`src/rtl/pwm_evt_pkg.sv`:
```
package pwm_evt_pkg;
   localparam int REG_W   = 32;
   localparam int NUM_CMP = 2;
   localparam int NUM_EVT = 2 + 2 * NUM_CMP;
   localparam int IRQ_LSB = 0;
   localparam int TRG_LSB = 8;

   typedef enum int unsigned {
      EV_ZERO = 0,
      EV_LOAD = 1,
      EV_AUP  = 2,
      EV_ADN  = 3,
      EV_BUP  = 4,
      EV_BDN  = 5
   } evt_idx_e;

   function automatic logic [REG_W-1:0] impl_bits();
      logic [REG_W-1:0] m;
      m = '0;
      for (int i = 0; i < NUM_EVT; i++) begin
         m[IRQ_LSB + i] = 1'b1;
         m[TRG_LSB + i] = 1'b1;
      end
      return m;
   endfunction
endpackage

```
`src/rtl/pwm_evt_detect.sv`:
```
module pwm_evt_detect
   import pwm_evt_pkg::*;
#(
   parameter int CNT_W = 16
) (
   input  logic                              cnt_step,
   input  logic                              cnt_dir,
   input  logic [CNT_W-1:0]                  cnt,
   input  logic [CNT_W-1:0]                  load_val,
   input  logic [NUM_CMP-1:0][CNT_W-1:0]     cmp_vals,
   output logic [NUM_EVT-1:0]                evt_hit
);
   if (CNT_W < 1) begin : g_bad_width
      $error("pwm_evt_detect: CNT_W must be at least 1");
   end
   if (NUM_EVT != 2 + 2 * NUM_CMP) begin : g_bad_count
      $error("pwm_evt_detect: event count does not match comparator count");
   end

   assign evt_hit[EV_ZERO] = cnt_step & (cnt == '0);
   assign evt_hit[EV_LOAD] = cnt_step & (cnt == load_val);

   for (genvar c = 0; c < NUM_CMP; c++) begin : g_cmp
      logic match;
      assign match                = cnt_step & (cnt == cmp_vals[c]);
      assign evt_hit[EV_AUP + 2*c] = match &  cnt_dir;
      assign evt_hit[EV_ADN + 2*c] = match & ~cnt_dir;
   end
endmodule

```
`src/rtl/pwm_evt_cfg_reg.sv`:
```
module pwm_evt_cfg_reg
   import pwm_evt_pkg::*;
#(
   parameter int          ADDR_W  = 12,
   parameter int unsigned REG_OFS = 'h044
) (
   input  logic               clk,
   input  logic               rst_n,
   input  logic               wr_en,
   input  logic               rd_en,
   input  logic [ADDR_W-1:0]  addr,
   input  logic [REG_W-1:0]   wr_data,
   output logic [REG_W-1:0]   rd_data,
   output logic [NUM_EVT-1:0] irq_mask,
   output logic [NUM_EVT-1:0] trig_mask
);
   localparam logic [REG_W-1:0]  IMPL_MASK = impl_bits();
   localparam logic [ADDR_W-1:0] OFS_A     = ADDR_W'(REG_OFS);

   if (ADDR_W < 1 || ADDR_W > 32) begin : g_bad_addr
      $error("pwm_evt_cfg_reg: ADDR_W out of range");
   end
   if (IRQ_LSB + NUM_EVT > TRG_LSB || TRG_LSB + NUM_EVT > REG_W) begin : g_bad_layout
      $error("pwm_evt_cfg_reg: enable fields overlap or overflow");
   end

   logic             hit;
   logic [REG_W-1:0] en_q;

   assign hit = (addr == OFS_A);

   always_ff @(posedge clk or negedge rst_n) begin
      if (!rst_n) begin
         en_q    <= '0;
         rd_data <= '0;
      end else begin
         if (wr_en && hit) en_q <= wr_data & IMPL_MASK;
         rd_data <= (rd_en && hit) ? en_q : '0;
      end
   end

   assign irq_mask  = en_q[IRQ_LSB +: NUM_EVT];
   assign trig_mask = en_q[TRG_LSB +: NUM_EVT];

   // unimplemented bits never appear on the read port
   a_r2_rsv_zero: assert property (@(posedge clk) disable iff (!rst_n)
      (rd_data & ~IMPL_MASK) == '0);

   // writes elsewhere leave the enables alone
   a_r8_other_addr: assert property (@(posedge clk) disable iff (!rst_n)
      (wr_en && !hit) |=> ($stable(irq_mask) && $stable(trig_mask)));
endmodule

```
`src/rtl/pwm_evt_out.sv`:
```
module pwm_evt_out
   import pwm_evt_pkg::*;
(
   input  logic               clk,
   input  logic               rst_n,
   input  logic [NUM_EVT-1:0] evt_hit,
   input  logic [NUM_EVT-1:0] irq_mask,
   input  logic [NUM_EVT-1:0] trig_mask,
   output logic               irq_pulse,
   output logic               adc_trig
);
   always_ff @(posedge clk or negedge rst_n) begin
      if (!rst_n) begin
         irq_pulse <= 1'b0;
         adc_trig  <= 1'b0;
      end else begin
         irq_pulse <= |(evt_hit & irq_mask);
         adc_trig  <= |(evt_hit & trig_mask);
      end
   end

   // no interrupt pulse without some interrupt enable set at the edge before
   a_r6_irq_needs_en: assert property (@(posedge clk) disable iff (!rst_n)
      irq_pulse |-> $past(irq_mask != '0));
endmodule

```
`src/rtl/pwm_evt_route.sv`:
```
module pwm_evt_route
   import pwm_evt_pkg::*;
#(
   parameter int          CNT_W   = 16,
   parameter int          ADDR_W  = 12,
   parameter int unsigned REG_OFS = 'h044
) (
   input  logic              clk,
   input  logic              rst_n,
   input  logic              wr_en,
   input  logic              rd_en,
   input  logic [ADDR_W-1:0] addr,
   input  logic [31:0]       wr_data,
   output logic [31:0]       rd_data,
   input  logic              cnt_step,
   input  logic              cnt_dir,
   input  logic [CNT_W-1:0]  cnt,
   input  logic [CNT_W-1:0]  load_val,
   input  logic [CNT_W-1:0]  cmpa_val,
   input  logic [CNT_W-1:0]  cmpb_val,
   output logic              irq_pulse,
   output logic              adc_trig
);
   if (REG_W != 32) begin : g_bad_reg
      $error("pwm_evt_route: register width must be 32");
   end

   logic [NUM_EVT-1:0]            evt_hit;
   logic [NUM_EVT-1:0]            irq_mask;
   logic [NUM_EVT-1:0]            trig_mask;
   logic [NUM_CMP-1:0][CNT_W-1:0] cmp_vals;

   assign cmp_vals[0] = cmpa_val;
   assign cmp_vals[1] = cmpb_val;

   pwm_evt_cfg_reg #(.ADDR_W(ADDR_W), .REG_OFS(REG_OFS)) u_cfg (
      .clk(clk), .rst_n(rst_n), .wr_en(wr_en), .rd_en(rd_en), .addr(addr),
      .wr_data(wr_data), .rd_data(rd_data),
      .irq_mask(irq_mask), .trig_mask(trig_mask)
   );

   pwm_evt_detect #(.CNT_W(CNT_W)) u_det (
      .cnt_step(cnt_step), .cnt_dir(cnt_dir), .cnt(cnt), .load_val(load_val),
      .cmp_vals(cmp_vals), .evt_hit(evt_hit)
   );

   pwm_evt_out u_out (
      .clk(clk), .rst_n(rst_n), .evt_hit(evt_hit), .irq_mask(irq_mask),
      .trig_mask(trig_mask), .irq_pulse(irq_pulse), .adc_trig(adc_trig)
   );

   // a stalled counter produces nothing
   a_r7_idle_quiet: assert property (@(posedge clk) disable iff (!rst_n)
      !cnt_step |=> (!adc_trig && !irq_pulse));

   // zero reached with its trigger enable set gives a trigger next cycle
   a_r3_zero_trig: assert property (@(posedge clk) disable iff (!rst_n)
      (cnt_step && cnt == '0 && trig_mask[EV_ZERO]) |=> adc_trig);

   // load reached with its interrupt enable set gives an interrupt next cycle
   a_r3_load_irq: assert property (@(posedge clk) disable iff (!rst_n)
      (cnt_step && cnt == load_val && irq_mask[EV_LOAD]) |=> irq_pulse);

   // comparator B matched while counting down, with its trigger enabled
   a_r4_bdown_trig: assert property (@(posedge clk) disable iff (!rst_n)
      (cnt_step && !cnt_dir && cnt == cmpb_val && trig_mask[EV_BDN]) |=> adc_trig);
endmodule

```
`config.mk`:
```
export PLATFORM = sky130hd
export DESIGN_NAME = pwm_evt_route
export DESIGN_NICKNAME = d
export VERILOG_FILES = /design/src/rtl/pwm_evt_pkg.sv /design/src/rtl/pwm_evt_detect.sv /design/src/rtl/pwm_evt_cfg_reg.sv /design/src/rtl/pwm_evt_out.sv /design/src/rtl/pwm_evt_route.sv
export SDC_FILE = /design/constraint.sdc
export NUM_CORES = 1
export LEC_CHECK = 0
export BUFFER_PORTS_ARGS = -buffer_cell sky130_fd_sc_hd__buf_2
export CELL_PAD_IN_SITES_DETAIL_PLACEMENT = 1
export CELL_PAD_IN_SITES_GLOBAL_PLACEMENT = 1
export CORE_UTILIZATION = 27
export CTS_CLUSTER_SIZE = 25
export DETAILED_ROUTE_END_ITERATION = 8
export GPL_TIMING_DRIVEN = 0
export PLACE_DENSITY = 0.81
export SLEW_MARGIN = 5
export SYNTH_ARGS = -nofsm -noshare
export SYNTH_HDL_FRONTEND = slang
export SYNTH_SLANG_ARGS = --single-unit
```
`constraint.sdc`:
```
create_clock -name clk -period 1.71 [get_ports clk]
set_clock_uncertainty 0.2 [all_clocks]
set_input_delay 0.2565 -clock clk [delete_from_list [all_inputs] [get_ports clk]]
set_output_delay 0.2565 -clock clk [all_outputs]
set_load 0.05 [all_outputs]
```
==> reports/summary.log, run 1 <==
INFO  yosys          synth_enable_flop_cells=0
INFO  die            top_level_ports=148
INFO  drt            wl_per_cell=14.2um
INFO  critical_path  timing.critical_path.from_type=input port
INFO  placed_design  place.detailed.hpwl=4.71mm
INFO  die            core_area=0.00635sqmm
INFO  critical_path  critical_path.startpoint=cnt[8]
INFO  sta            relSlewSlack=61.5%
INFO  power_and_ir_drop power-per-cell-area=597mW/mm^2
INFO  yosys          yosys_most_used_dff=sky130_fd_sc_hd__dfrtp_1
INFO  cts            clkSinkCount=26
INFO  drt            drt_first_pass_iters=4
INFO  power_and_ir_drop proportion_of_total_power_due_to_net_switching=27.7%
INFO  cts            h-tree-depth=1
INFO  critical_path  crit_path_cell_trace=buf_2 -> xnor2_1 -> nand4_1 -> nor4_1 -> nand3_1 -> o311ai_1
INFO  power_and_ir_drop clock_power_share=32.4%
INFO  die            die_w=83.2um
INFO  die            die_area=0.00692sqmm
INFO  sta            report.final.slew_viol_count=0
INFO  drt            avg_vias_per_cell=4.42
INFO  power_and_ir_drop report.power.total=1540uW
INFO  critical_path  crit_path_end_kind=register
INFO  drt            wl=5.29mm
INFO  flow_run       max-cap-violations=0
INFO  yosys          post_synth_inst_count=165
INFO  sta            rsz0062_at_grt=false
INFO  placed_design  final_weighted_congestion_in_routability_driven_placement=0.739
INFO  global_route   antenna_found_initial=0
INFO  global_route   maximum_number_of_pins_on_one_net_before_global_route_repair=27
INFO  placed_design  port_buffers=107
INFO  cts            tritoncts=yes
INFO  sta            report.final.setup_viol=0
INFO  layout         filler_cell_count=754
INFO  critical_path  cpLargestDelayFamily=simple AND/OR/NAND/NOR gates
INFO  critical_path  crit-reg2reg-capture=u_out.irq_pulse$_DFF_PN0_
INFO  sta            hold_viol=0
INFO  yosys          yosysSeqAreaShare=36.5%
INFO  cts            cts.root.buffer_cell=sky130_fd_sc_hd__clkbuf_8
INFO  critical_path  critical_path.reg2reg.startpoint=u_cfg.en_q[2]$_DFFE_PN0P_
INFO  critical_path  arrival=1.51ns
INFO  power_and_ir_drop net-switching-power=427uW
INFO  critical_path  category_of_the_critical_setup_timing_path=in -> reg
INFO  drt            antenna_violating_nets_post_route=0
INFO  layout         synthToLayoutAreaGrowth=45.0%
INFO  cts            cts.path.max_buffers=2
INFO  cts            clk_latency=0.27ns
INFO  critical_path  crit_path_largest_cell_delay=0.55ns
INFO  yosys          syn_avg_cell_area=10.8squm
INFO  critical_path  worst_ep_required_time=1.69ns
INFO  global_route   grt_pass1_wl=8.79mm
INFO  layout         post_route_cells_drive_above_1_share=51.5%
INFO  power_and_ir_drop total_leakage_power=0.00142uW
INFO  power_and_ir_drop comb_power_share=27.6%
INFO  worst_hold_path worstHoldPathType=in -> reg
INFO  global_route   grt_pass1_vias=1804
INFO  power_and_ir_drop power.sequential.fraction=40.0%
INFO  yosys          yosysUniqueCellTypes=28
INFO  cts            clock_transition_at_path_regs=0.09ns
INFO  sta            fin_crit=1.53ns
INFO  status         outcome=complete, no violations
INFO  critical_path  rrSetupSlack=0.40ns
INFO  yosys          ys_async_sr_fraction=100%
INFO  power_and_ir_drop vdd_ir_drop_max=0.000544V
INFO  layout         final_cell_utilization_of_the_core=40.7%
INFO  yosys          yosys-top-cells-count=26 x sky130_fd_sc_hd__dfrtp_1, 26 x sky130_fd_sc_hd__xnor2_1, 20 x sky130_fd_sc_hd__buf_4
INFO  yosys          largest_cells_by_area_after_synthesis=sky130_fd_sc_hd__dfrtp_1 37%, sky130_fd_sc_hd__xnor2_1 13%, sky130_fd_sc_hd__xor2_1 9.3%
INFO  critical_path  path_buf_inv=1
INFO  critical_path  worst_r2r_path_depth=3
INFO  power_and_ir_drop internal_power=1110uW
INFO  die            number_of_core_rows=29
INFO  yosys          yosysTopAreaCellShare=36.5%
INFO  yosys          synth-seq-cells=26
INFO  worst_hold_path timing.hold.worst_path_depth=2
INFO  layout         finalNetCount=412
INFO  die            die_y=83.2um
INFO  global_route   overflow=0
INFO  drt            drc_errors=0
INFO  layout         antenna_cells=0
INFO  drt            initialDrtViolationCount=23
INFO  die            initial_utilization=28.0%
INFO  critical_path  critical_path.slowest_cell=sky130_fd_sc_hd__nor4_1
INFO  yosys          leading_area_contributor_after_synthesis=sky130_fd_sc_hd__dfrtp_1
INFO  drt            vias=1653
INFO  critical_path  crit_fanout=4
INFO  worst_hold_path min_to=u_cfg.en_q[0]$_DFFE_PN0P_
INFO  sta            hold-worst-slack=0.00470ns
INFO  sta            timing_worst_slew_pin_value=0.573ns
INFO  sta            final_min_period_over_clock_period=89.4%
INFO  cts            cts_buffers=3
INFO  sta            fmaxAchievable=654MHz
INFO  worst_hold_path hold_start=wr_data[0]
INFO  yosys          synth-warning-count=0
INFO  yosys          synth_area=0.00178sqmm
INFO  global_route   track_usage=15.9%
## metrics by stage
stage	instances	setup TNS (ns)	setup WS, ns	cell area (sq um)
global placement	368	-0.332	-0.117	2480
finish	374	0	0.181	2580
global route	374	0	0.102	2580
CTS	374	0	0.143	2570
floorplan	184	0	0.163	1850
detailed placement	368	-0.701	-0.142	2480
## sequential cells by signal (all words and copies together), names as in the netlist
register         count
u_out.irq_pulse      1
u_out.adc_trig       1
u_cfg.rd_data       12
u_cfg.en_q          12
## worst max path at each step
stage                                      end  slack (ns)  depth (start not counted)
finish                u_out.adc_trig$_DFF_PN0_        0.18                          6
global route          u_out.adc_trig$_DFF_PN0_        0.10                          6
CTS                  u_out.irq_pulse$_DFF_PN0_        0.14                          6
detailed placement   u_out.irq_pulse$_DFF_PN0_       -0.14                          6
global placement      u_out.adc_trig$_DFF_PN0_       -0.12                          6
floorplan           u_cfg.en_q[10]$_DFFE_PN0P_        0.16                          5
## power groups by stage
stage | logic (uW) | registers [uW] | clock network, uW
2_1_floorplan | 241 | 628 | 0
3_3_place_gp | 414 | 629 | 0
3_5_place_dp | 422 | 629 | 0
4_1_cts | 427 | 617 | 509
5_1_grt | 461 | 617 | 544
6_report | 425 | 617 | 500
## logic make-up after synthesis
| kind of cell | synth area share, % |
|---|---|
| buffers and inverters | 10.1 |
| AND/OR/NAND/NOR | 15.4 |
| XOR/XNOR | 22.1 |
| multiplexers | 12.2 |
| AO/OA/AOI/OAI | 3.37 |
| other | 0.211 |
| flip-flops | 36.5 |
## per-layer routing
layer | routed length [um] | track usage [%] | vias to the layer above
met5 | 0 | 0 | -
met1 | 2070 | 18.2 | 759
met2 | 2800 | 30.3 | 82
met3 | 355 | 2.68 | 6
met4 | 61 | 3.45 | 0
li1 | - | - | 806
## cell type report
cell class	count	area (sq um)	share of cell area (%)
buffer	23	169	6.54
clock buffer	3	41.3	1.60
clock inverter	1	30.0	1.16
inverter	3	11.3	0.436
multi-input combinational	132	1030	39.8
sequential	26	651	25.2
tap	77	96.3	3.73
timing repair buffer	109	556	21.5
## layout by cell type, fill, tap and decap left out, types with 3 or more instances in the layout
cell type,synthesis,final
sky130_fd_sc_hd__nor3_1,4,4
sky130_fd_sc_hd__nand4_1,7,7
sky130_fd_sc_hd__xor2_1,19,19
sky130_fd_sc_hd__conb_1,1,20
sky130_fd_sc_hd__nor4_1,8,7
sky130_fd_sc_hd__and3_1,12,12
sky130_fd_sc_hd__buf_2,0,107
sky130_fd_sc_hd__mux2_2,4,4
sky130_fd_sc_hd__mux2_4,10,10
sky130_fd_sc_hd__buf_4,20,20
sky130_fd_sc_hd__dfrtp_1,26,26
sky130_fd_sc_hd__clkbuf_8,0,3
sky130_fd_sc_hd__nand2_1,5,5
sky130_fd_sc_hd__xnor2_1,26,26
## worst reg2reg max path: stages (launching register included)
cell,delay [ns]
sky130_fd_sc_hd__dfrtp_1,0.41
sky130_fd_sc_hd__mux2_2,0.27
sky130_fd_sc_hd__a32oi_1,0.20
sky130_fd_sc_hd__o311ai_1,0.11
## what timing repair did
| item | CTS | global route |
|---|---|---|
| hold endpoints to repair | 27 | 0 |
| setup buffers | 0 | 0 |
| endpoints found under the setup margin | 0 | 2 |
| resized for setup | 0 | 1 |
| hold buffers | 2 | 0 |
No activity file was read; power rests on OpenSTA's default activity.
==> run 2, diff against run 1 <==
--- a/config.mk
+++ b/config.mk
@@ -8,11 +8,11 @@
 export BUFFER_PORTS_ARGS = -buffer_cell sky130_fd_sc_hd__buf_2
 export CELL_PAD_IN_SITES_DETAIL_PLACEMENT = 1
 export CELL_PAD_IN_SITES_GLOBAL_PLACEMENT = 1
-export CORE_UTILIZATION = 27
+export CORE_UTILIZATION = 29
 export CTS_CLUSTER_SIZE = 25
 export DETAILED_ROUTE_END_ITERATION = 8
 export GPL_TIMING_DRIVEN = 0
-export PLACE_DENSITY = 0.81
+export PLACE_DENSITY = 0.86
 export SLEW_MARGIN = 5
 export SYNTH_ARGS = -nofsm -noshare
 export SYNTH_HDL_FRONTEND = slang
==> constraint.sdc (replaced) <==
create_clock -name clk -period 1.9 [get_ports clk]
set_clock_uncertainty 0.2 [all_clocks]
set_input_delay 0.285 -clock clk [delete_from_list [all_inputs] [get_ports clk]]
set_output_delay 0.285 -clock clk [all_outputs]
set_load 0.05 [all_outputs]
==> run 2 against run 1 <==
  * First-iteration DRC count is 4.3% higher
  * Worst setup slack improved by 0.15 ns
  * Total power fell by 20%
  * Register-to-register slack improved by 0.17 ns
  * Worst hold slack improved by 0.039 ns
  * Combinational power down 11%
  * Final cell count shrank 1.1%
  * Utilization grew 2.1 points
  * Clock power is 41% lower
  * Non-clock buffer count down 1
  * Flip-flop and latch count unchanged
  * Critical path depth unchanged
  * Largest power group unchanged
  * Highest routed layer unchanged
==> reports/summary.log, run 2 (synthesized netlist as in run 1, its figures left out) <==
INFO  placed_design  dp_slack=0.0216ns [+0.164 ns]
INFO  placed_design  final_weighted_congestion_in_routability_driven_placement=0.722 [-2.4%]
INFO  drt            antenna_violating_nets_post_route=0 [unchanged]
INFO  sta            fmaxAchievable=636MHz
INFO  global_route   grt_pass1_wl=8.04mm [-8.6%]
INFO  drt            wl=5.33mm [+0.60%]
INFO  die            top_level_ports=148 [unchanged]
INFO  status         outcome=complete, no violations
INFO  sta            rsz0062_at_grt=false
INFO  layout         post_route_cells_drive_above_1_share=51.2% [-0.33 points]
INFO  critical_path  crit_fanout=4 [unchanged]
INFO  layout         mostFrequentLayoutCell=sky130_fd_sc_hd__buf_2
INFO  cts            tritoncts=yes
INFO  sta            report.final.setup_viol=0 [unchanged]
INFO  sta            relSlewSlack=63.4% [+2.0 points]
INFO  die            initial_utilization=30.1% [+2.0 points]
INFO  drt            drc_errors=0 [unchanged]
INFO  layout         finalNetCount=411 [-0.24%]
INFO  global_route   antenna_found_initial=0 [unchanged]
INFO  placed_design  place.detailed.hpwl=4.77mm [+1.3%]
INFO  layout         synthToLayoutAreaGrowth=42.2%
INFO  worst_hold_path timing.hold.worst_path_depth=2 [unchanged]
INFO  cts            cts.root.buffer_cell=sky130_fd_sc_hd__clkbuf_8
INFO  cts            clkSinkCount=26 [unchanged]
INFO  power_and_ir_drop vdd_ir_drop_max=0.000340V [-38%]
INFO  layout         biggestRegsByFlops=u_cfg.en_q: 12 flops, u_cfg.rd_data: 12 flops
INFO  worst_hold_path min_to=u_cfg.en_q[0]$_DFFE_PN0P_
INFO  sta            totalNegativeSetupSlack=0ns [unchanged]
INFO  die            number_of_core_rows=28 [-3.4%]
INFO  critical_path  crit_path_end_kind=register
INFO  critical_path  arrival=1.53ns [+0.02 ns]
INFO  drt            avg_vias_per_cell=4.54 [+2.7%]
INFO  cts            post_cts_buffers=0 [unchanged]
INFO  global_route   maximum_number_of_pins_on_one_net_before_global_route_repair=27 [unchanged]
INFO  critical_path  worst_r2r_path_depth=3 [unchanged]
INFO  sta            fin_crit=1.57ns
INFO  critical_path  critical_path.startpoint=cnt[9]
INFO  drt            drt_first_pass_iters=5 [+1]
INFO  drt            wl_per_cell=14.4um [+1.7%]
INFO  global_route   overflow=0 [unchanged]
INFO  cts            clk_latency=0.26ns [about the same]
INFO  flow_run       max-cap-violations=0 [unchanged]
INFO  die            die_w=80.4um [-3.4%]
INFO  sta            hold_viol=0 [unchanged]
INFO  sta            report.final.slew_viol_count=0 [unchanged]
INFO  critical_path  crit-reg2reg-capture=u_out.adc_trig$_DFF_PN0_
INFO  layout         antenna_cells=0 [unchanged]
INFO  critical_path  rrSetupSlack=0.57ns [+0.17 ns]
INFO  sta            timing_worst_slew_pin_value=0.544ns [-0.0291 ns]
INFO  die            core_area=0.00592sqmm [-6.8%]
INFO  die            die_y=80.4um [-3.4%]
INFO  power_and_ir_drop power-per-cell-area=485mW/mm^2 [-19%]
INFO  placed_design  port_buffers=107 [unchanged]
INFO  layout         mostFrequentLayoutCells=107 x sky130_fd_sc_hd__buf_2, 26 x sky130_fd_sc_hd__xnor2_1, 26 x sky130_fd_sc_hd__dfrtp_1
INFO  cts            h-tree-depth=1 [unchanged]
INFO  die            die_area=0.00646sqmm [-6.7%]
INFO  drt            initialDrtViolationCount=24 [+4.3%]
INFO  cts            cts_buffers=3 [unchanged]
INFO  worst_hold_path worstHoldPathType=in -> reg
INFO  critical_path  worst_ep_required_time=1.86ns [+0.17 ns]
INFO  sta            fin_ws=0.328ns [+0.147 ns]
INFO  critical_path  category_of_the_critical_setup_timing_path=in -> reg
INFO  global_route   track_usage=16.4% [+0.58 points]
INFO  cts            clock_transition_at_path_regs=0.08ns [about the same]
INFO  power_and_ir_drop total_leakage_power=0.00141uW [-1.3%]
INFO  critical_path  timing.critical_path.from_type=input port
INFO  worst_hold_path hold_start=wr_data[0]
INFO  cts            cts.path.max_buffers=2 [unchanged]
INFO  global_route   grt_pass1_vias=1699 [-5.8%]
INFO  drt            vias=1680 [+1.6%]
INFO  sta            final_min_period_over_clock_period=82.7%
INFO  critical_path  critical_path.reg2reg.startpoint=u_cfg.en_q[11]$_DFFE_PN0P_
## run 2: changes by cell type in the layout (fill, tap and decap cells not counted), sizes merged
cell	previous run	this run
dlygate4sd3	2	1
bufinv	1	0
## run 2: layout make-up
type,instances,area [sq um]
Inverter,3,11.3
Sequential cell,26,651
Tap cell,75,93.8
Multi-Input combinational cell,132,1020
Timing Repair Buffer,108,546
Fill cell,713,3390
Clock buffer,3,41.3
Buffer,23,169
## run 2: routing by layer
metal  routed length, um  global-route usage (%)  vias to the layer above
li1                    -                       -                      805
met1                2000                    18.5                      794
met2                2980                    32.4                       77
met3                 306                    1.70                        4
met4                  41                    3.93                        0
met5                   0                       0                        -
## run 2: repair_timing
item	CTS	global route
endpoints found under the hold margin	26	0
resized for setup	0	0
hold buffers	1	0
## run 2: critical path: stages
cell and delay, ns:
sky130_fd_sc_hd__buf_2 0.14, sky130_fd_sc_hd__xnor2_1 0.18, sky130_fd_sc_hd__nand4_1 0.11, sky130_fd_sc_hd__nor4_1 0.53
sky130_fd_sc_hd__nand3_1 0.16, sky130_fd_sc_hd__o311ai_1 0.12
## run 2: how the worst max path moves through the flow
stage                                       to  slack (ns)
floorplan           u_cfg.en_q[10]$_DFFE_PN0P_        0.32
global placement     u_out.irq_pulse$_DFF_PN0_        0.08
detailed placement   u_out.irq_pulse$_DFF_PN0_        0.02
CTS                  u_out.irq_pulse$_DFF_PN0_        0.29
global route         u_out.irq_pulse$_DFF_PN0_        0.22
finish               u_out.irq_pulse$_DFF_PN0_        0.33
## run 2: power by group
part / internal, uW / switching [uW] / total [uW]
clock: 142 / 153 / 295
combinational: 165 / 215 / 380
sequential: 554 / 0.985 / 555
## run 2: stage by stage
step           hold slack, ns  utilization (%)  power [uW]  cells  cell area [sq um]
2_1_floorplan          -0.211                -         783    184               1850
3_3_place_gp           0.0897             41.9         939    366               2480
3_5_place_dp            0.102             41.9         948    366               2480
4_1_cts                0.0423             42.8        1240    370               2530
5_1_grt                0.0501             42.8        1290    370               2530
6_report               0.0437             42.8        1230    370               2530
==> run 3, diff against run 2 <==
--- a/config.mk
+++ b/config.mk
@@ -8,11 +8,11 @@
 export BUFFER_PORTS_ARGS = -buffer_cell sky130_fd_sc_hd__buf_2
 export CELL_PAD_IN_SITES_DETAIL_PLACEMENT = 1
 export CELL_PAD_IN_SITES_GLOBAL_PLACEMENT = 1
-export CORE_UTILIZATION = 29
+export CORE_UTILIZATION = 27
 export CTS_CLUSTER_SIZE = 25
 export DETAILED_ROUTE_END_ITERATION = 8
 export GPL_TIMING_DRIVEN = 0
-export PLACE_DENSITY = 0.86
+export PLACE_DENSITY = 0.81
 export SLEW_MARGIN = 5
 export SYNTH_ARGS = -nofsm -noshare
 export SYNTH_HDL_FRONTEND = slang
==> constraint.sdc (replaced) <==
create_clock -name clk -period 1.5 [get_ports clk]
set_clock_uncertainty 0.2 [all_clocks]
set_input_delay 0.225 -clock clk [delete_from_list [all_inputs] [get_ports clk]]
set_output_delay 0.225 -clock clk [all_outputs]
set_load 0.05 [all_outputs]
==> run 3 against run 2 <==
  * Flip-flop and latch count is the same
  * Final cell count rose by 3.8%
  * Critical path depth did not move
  * Critical endpoint is now u_cfg.en_q[12]$_DFFE_PN0P_
  * Count of clock-buffer cells in the layout is the same
  * Register-to-register slack worse by 0.47 ns
  * Largest cell class unchanged
==> reports/summary.log, run 3 (synthesized netlist as in run 1, its figures left out) <==
INFO  cts            post_cts_buffers=0 [unchanged]
INFO  cts            clock_transition_at_path_regs=0.09ns [about the same]
INFO  sta            rsz0062_at_grt=false
INFO  critical_path  timing.critical_path.from_type=input port
INFO  layout         synthToLayoutAreaGrowth=55.5%
INFO  die            top_level_ports=148 [unchanged]
INFO  layout         mostFrequentLayoutCells=107 x sky130_fd_sc_hd__buf_2, 26 x sky130_fd_sc_hd__xnor2_1, 26 x sky130_fd_sc_hd__dfrtp_1
INFO  layout         mostFrequentLayoutCell=sky130_fd_sc_hd__buf_2
INFO  critical_path  critical_path.reg2reg.startpoint=u_cfg.en_q[2]$_DFFE_PN0P_
INFO  critical_path  crit_path_cell_trace=buf_2 -> nor4b_4 -> and3_4 -> nand2_4 -> buf_8 -> mux2_4
INFO  critical_path  critical_path.startpoint=addr[1]
INFO  sta            timing_worst_slew_pin_value=0.553ns [+0.00952 ns]
INFO  global_route   overflow=0 [unchanged]
INFO  die            core_area=0.00635sqmm [+7.2%]
INFO  critical_path  crit_path_end_kind=register
INFO  critical_path  arrival=1.35ns [-0.18 ns]
INFO  drt            metal_1_wl=2.17mm [+8.4%]
INFO  global_route   track_usage=15.2% [-1.2 points]
INFO  layout         final_cell_area=0.00277sqmm [+9.3%]
INFO  flow_run       max-cap-violations=0 [unchanged]
INFO  global_route   grt_pass1_vias=1793 [+5.5%]
INFO  drt            avg_vias_per_cell=4.46 [-1.8%]
INFO  critical_path  worst_ep_required_time=1.45ns [-0.41 ns]
INFO  sta            totalNegativeSetupSlack=0ns [unchanged]
INFO  sta            fmaxAchievable=713MHz
INFO  drt            wl_per_cell=14.2um [-1.3%]
INFO  drt            antenna_violating_nets_post_route=0 [unchanged]
INFO  cts            cts.root.buffer_cell=sky130_fd_sc_hd__clkbuf_8
INFO  cts            clkSinkCount=26 [unchanged]
INFO  global_route   grt_pass1_wl=8.48mm [+5.5%]
INFO  placed_design  port_buffers=107 [unchanged]
INFO  die            die_w=83.2um [+3.5%]
INFO  drt            drc_errors=0 [unchanged]
INFO  layout         post_route_cells_drive_above_1_share=51.8% [+0.61 points]
INFO  layout         finalNetCount=422 [+2.7%]
INFO  sta            hold_viol=0 [unchanged]
INFO  critical_path  crit_path_largest_cell_delay=0.29ns [-0.24 ns]
INFO  sta            report.final.setup_viol=0 [unchanged]
INFO  drt            vias=1712 [+1.9%]
INFO  layout         antenna_cells=0 [unchanged]
INFO  drt            detailroute.wirelength.met2=2.96mm [-0.77%]
INFO  critical_path  category_of_the_critical_setup_timing_path=in -> reg
INFO  status         outcome=complete, no violations
INFO  cts            tritoncts=yes
INFO  critical_path  critical_path.slowest_cell=sky130_fd_sc_hd__mux2_4
INFO  placed_design  final_weighted_congestion_in_routability_driven_placement=0.724 [+0.33%]
INFO  sta            hold-worst-slack=0.00783ns [-0.0359 ns]
INFO  power_and_ir_drop power-per-cell-area=647mW/mm^2 [+33%]
INFO  die            die_area=0.00692sqmm [+7.2%]
INFO  cts            clk_latency=0.27ns [about the same]
INFO  die            die_y=83.2um [+3.5%]
INFO  global_route   antenna_found_initial=0 [unchanged]
INFO  worst_hold_path worstHoldPathType=in -> reg
INFO  power_and_ir_drop report.power.total=1790uW [+46%]
INFO  sta            relSlewSlack=63.1% [-0.30 points]
INFO  cts            cts.path.max_buffers=2 [unchanged]
INFO  worst_hold_path hold_start=wr_data[5]
INFO  sta            final_min_period_over_clock_period=93.5%
INFO  global_route   maximum_number_of_pins_on_one_net_before_global_route_repair=27 [unchanged]
INFO  drt            wl=5.45mm [+2.4%]
INFO  die            number_of_core_rows=29 [+3.6%]
INFO  layout         biggestRegsByFlops=u_cfg.en_q: 12 flops, u_cfg.rd_data: 12 flops
INFO  placed_design  detailed_place.area=0.00253sqmm [+1.9%]
INFO  cts            cts_buffers=3 [unchanged]
INFO  sta            report.final.slew_viol_count=0 [unchanged]
INFO  power_and_ir_drop total_leakage_power=0.00151uW [+7.2%]
INFO  cts            h-tree-depth=1 [unchanged]
INFO  placed_design  place.detailed.hpwl=4.79mm [+0.35%]
INFO  critical_path  crit_fanout=10 [+6]
INFO  power_and_ir_drop vdd_ir_drop_max=0.000701V [+110%]
INFO  drt            initialDrtViolationCount=47 [+96%]
INFO  die            initial_utilization=28.0% [-2.0 points]
INFO  drt            drt_first_pass_iters=4 [-1]
INFO  drt            detailroute.wirelength.met3=314um [+2.6%]
INFO  drt            highest-signal-layer=met4
INFO  sta            fin_crit=1.40ns
run 3: cell types whose count changed in the layout (fill, tap and decap cells not counted), moves of 2 or more:
cell,before,now
sky130_fd_sc_hd__nor4b_4,0,2
sky130_fd_sc_hd__nor4_1,8,3
sky130_fd_sc_hd__nor4_2,0,3
sky130_fd_sc_hd__nor4_4,0,2
sky130_fd_sc_hd__dlygate4sd3_1,1,12
sky130_fd_sc_hd__nor4b_2,2,0
run 3: through the flow:
stage	std cells	worst slack (ns)	util, %
after detailed placement	368	-0.364	39.8
after CTS	381	0.0529	42.9
after global routing	384	0.00355	43.6
after floorplan	184	-0.00452	-
after global placement	368	-0.244	39.8
final	384	0.0982	43.6
run 3: final cells by class:
class / count / area, sq um
buffer: 23 / 173
clock buffer: 3 / 41.3
clock inverter: 1 / 30.0
fill: 740 / 3580
inverter: 3 / 11.3
multi-input combinational: 132 / 1110
sequential: 26 / 651
tap: 77 / 96.3
timing repair buffer: 119 / 656
run 3: power breakdown:
part	total [uW]	switching, uW	internal [uW]
combinational	522	290	232
sequential	703	1.27	702
clock	567	210	357
total	1790	501	1290
run 3: layer usage:
metal	global-route usage (%)	vias up
met4	1.88	0
met5	0	-
met1	17.8	807
met2	29.7	76
met3	2.39	2
li1	-	827
run 3: worst max-delay path: cells and delay by family:
| kind | cells | cell delay, ns |
|---|---|---|
| AND/OR/NAND/NOR | 3 | 0.56 |
| multiplexers | 1 | 0.29 |
| buffers and inverters | 2 | 0.26 |
run 3: path summary, 6_finish.rpt:
kind	endpoint	slack (ns)	cells past startpoint
setup reg to reg	u_out.irq_pulse$_DFF_PN0_	0.1	3
hold reg to reg	u_cfg.en_q[4]$_DFFE_PN0P_	0.34	1
min in group asynchronous	u_cfg.rd_data[9]$_DFF_PN0_	0.27	2
hold / removal	u_cfg.en_q[5]$_DFFE_PN0P_	0.008	2
setup / recovery	u_cfg.en_q[12]$_DFFE_PN0P_	0.1	6
max in group asynchronous	u_cfg.rd_data[5]$_DFF_PN0_	0.45	2
run 3: timing repair:
item,in CTS,in global routing
hold buffers,9,3
endpoints found under the hold margin,34,3
resized for setup,5,2
endpoints found under the setup margin,1,1
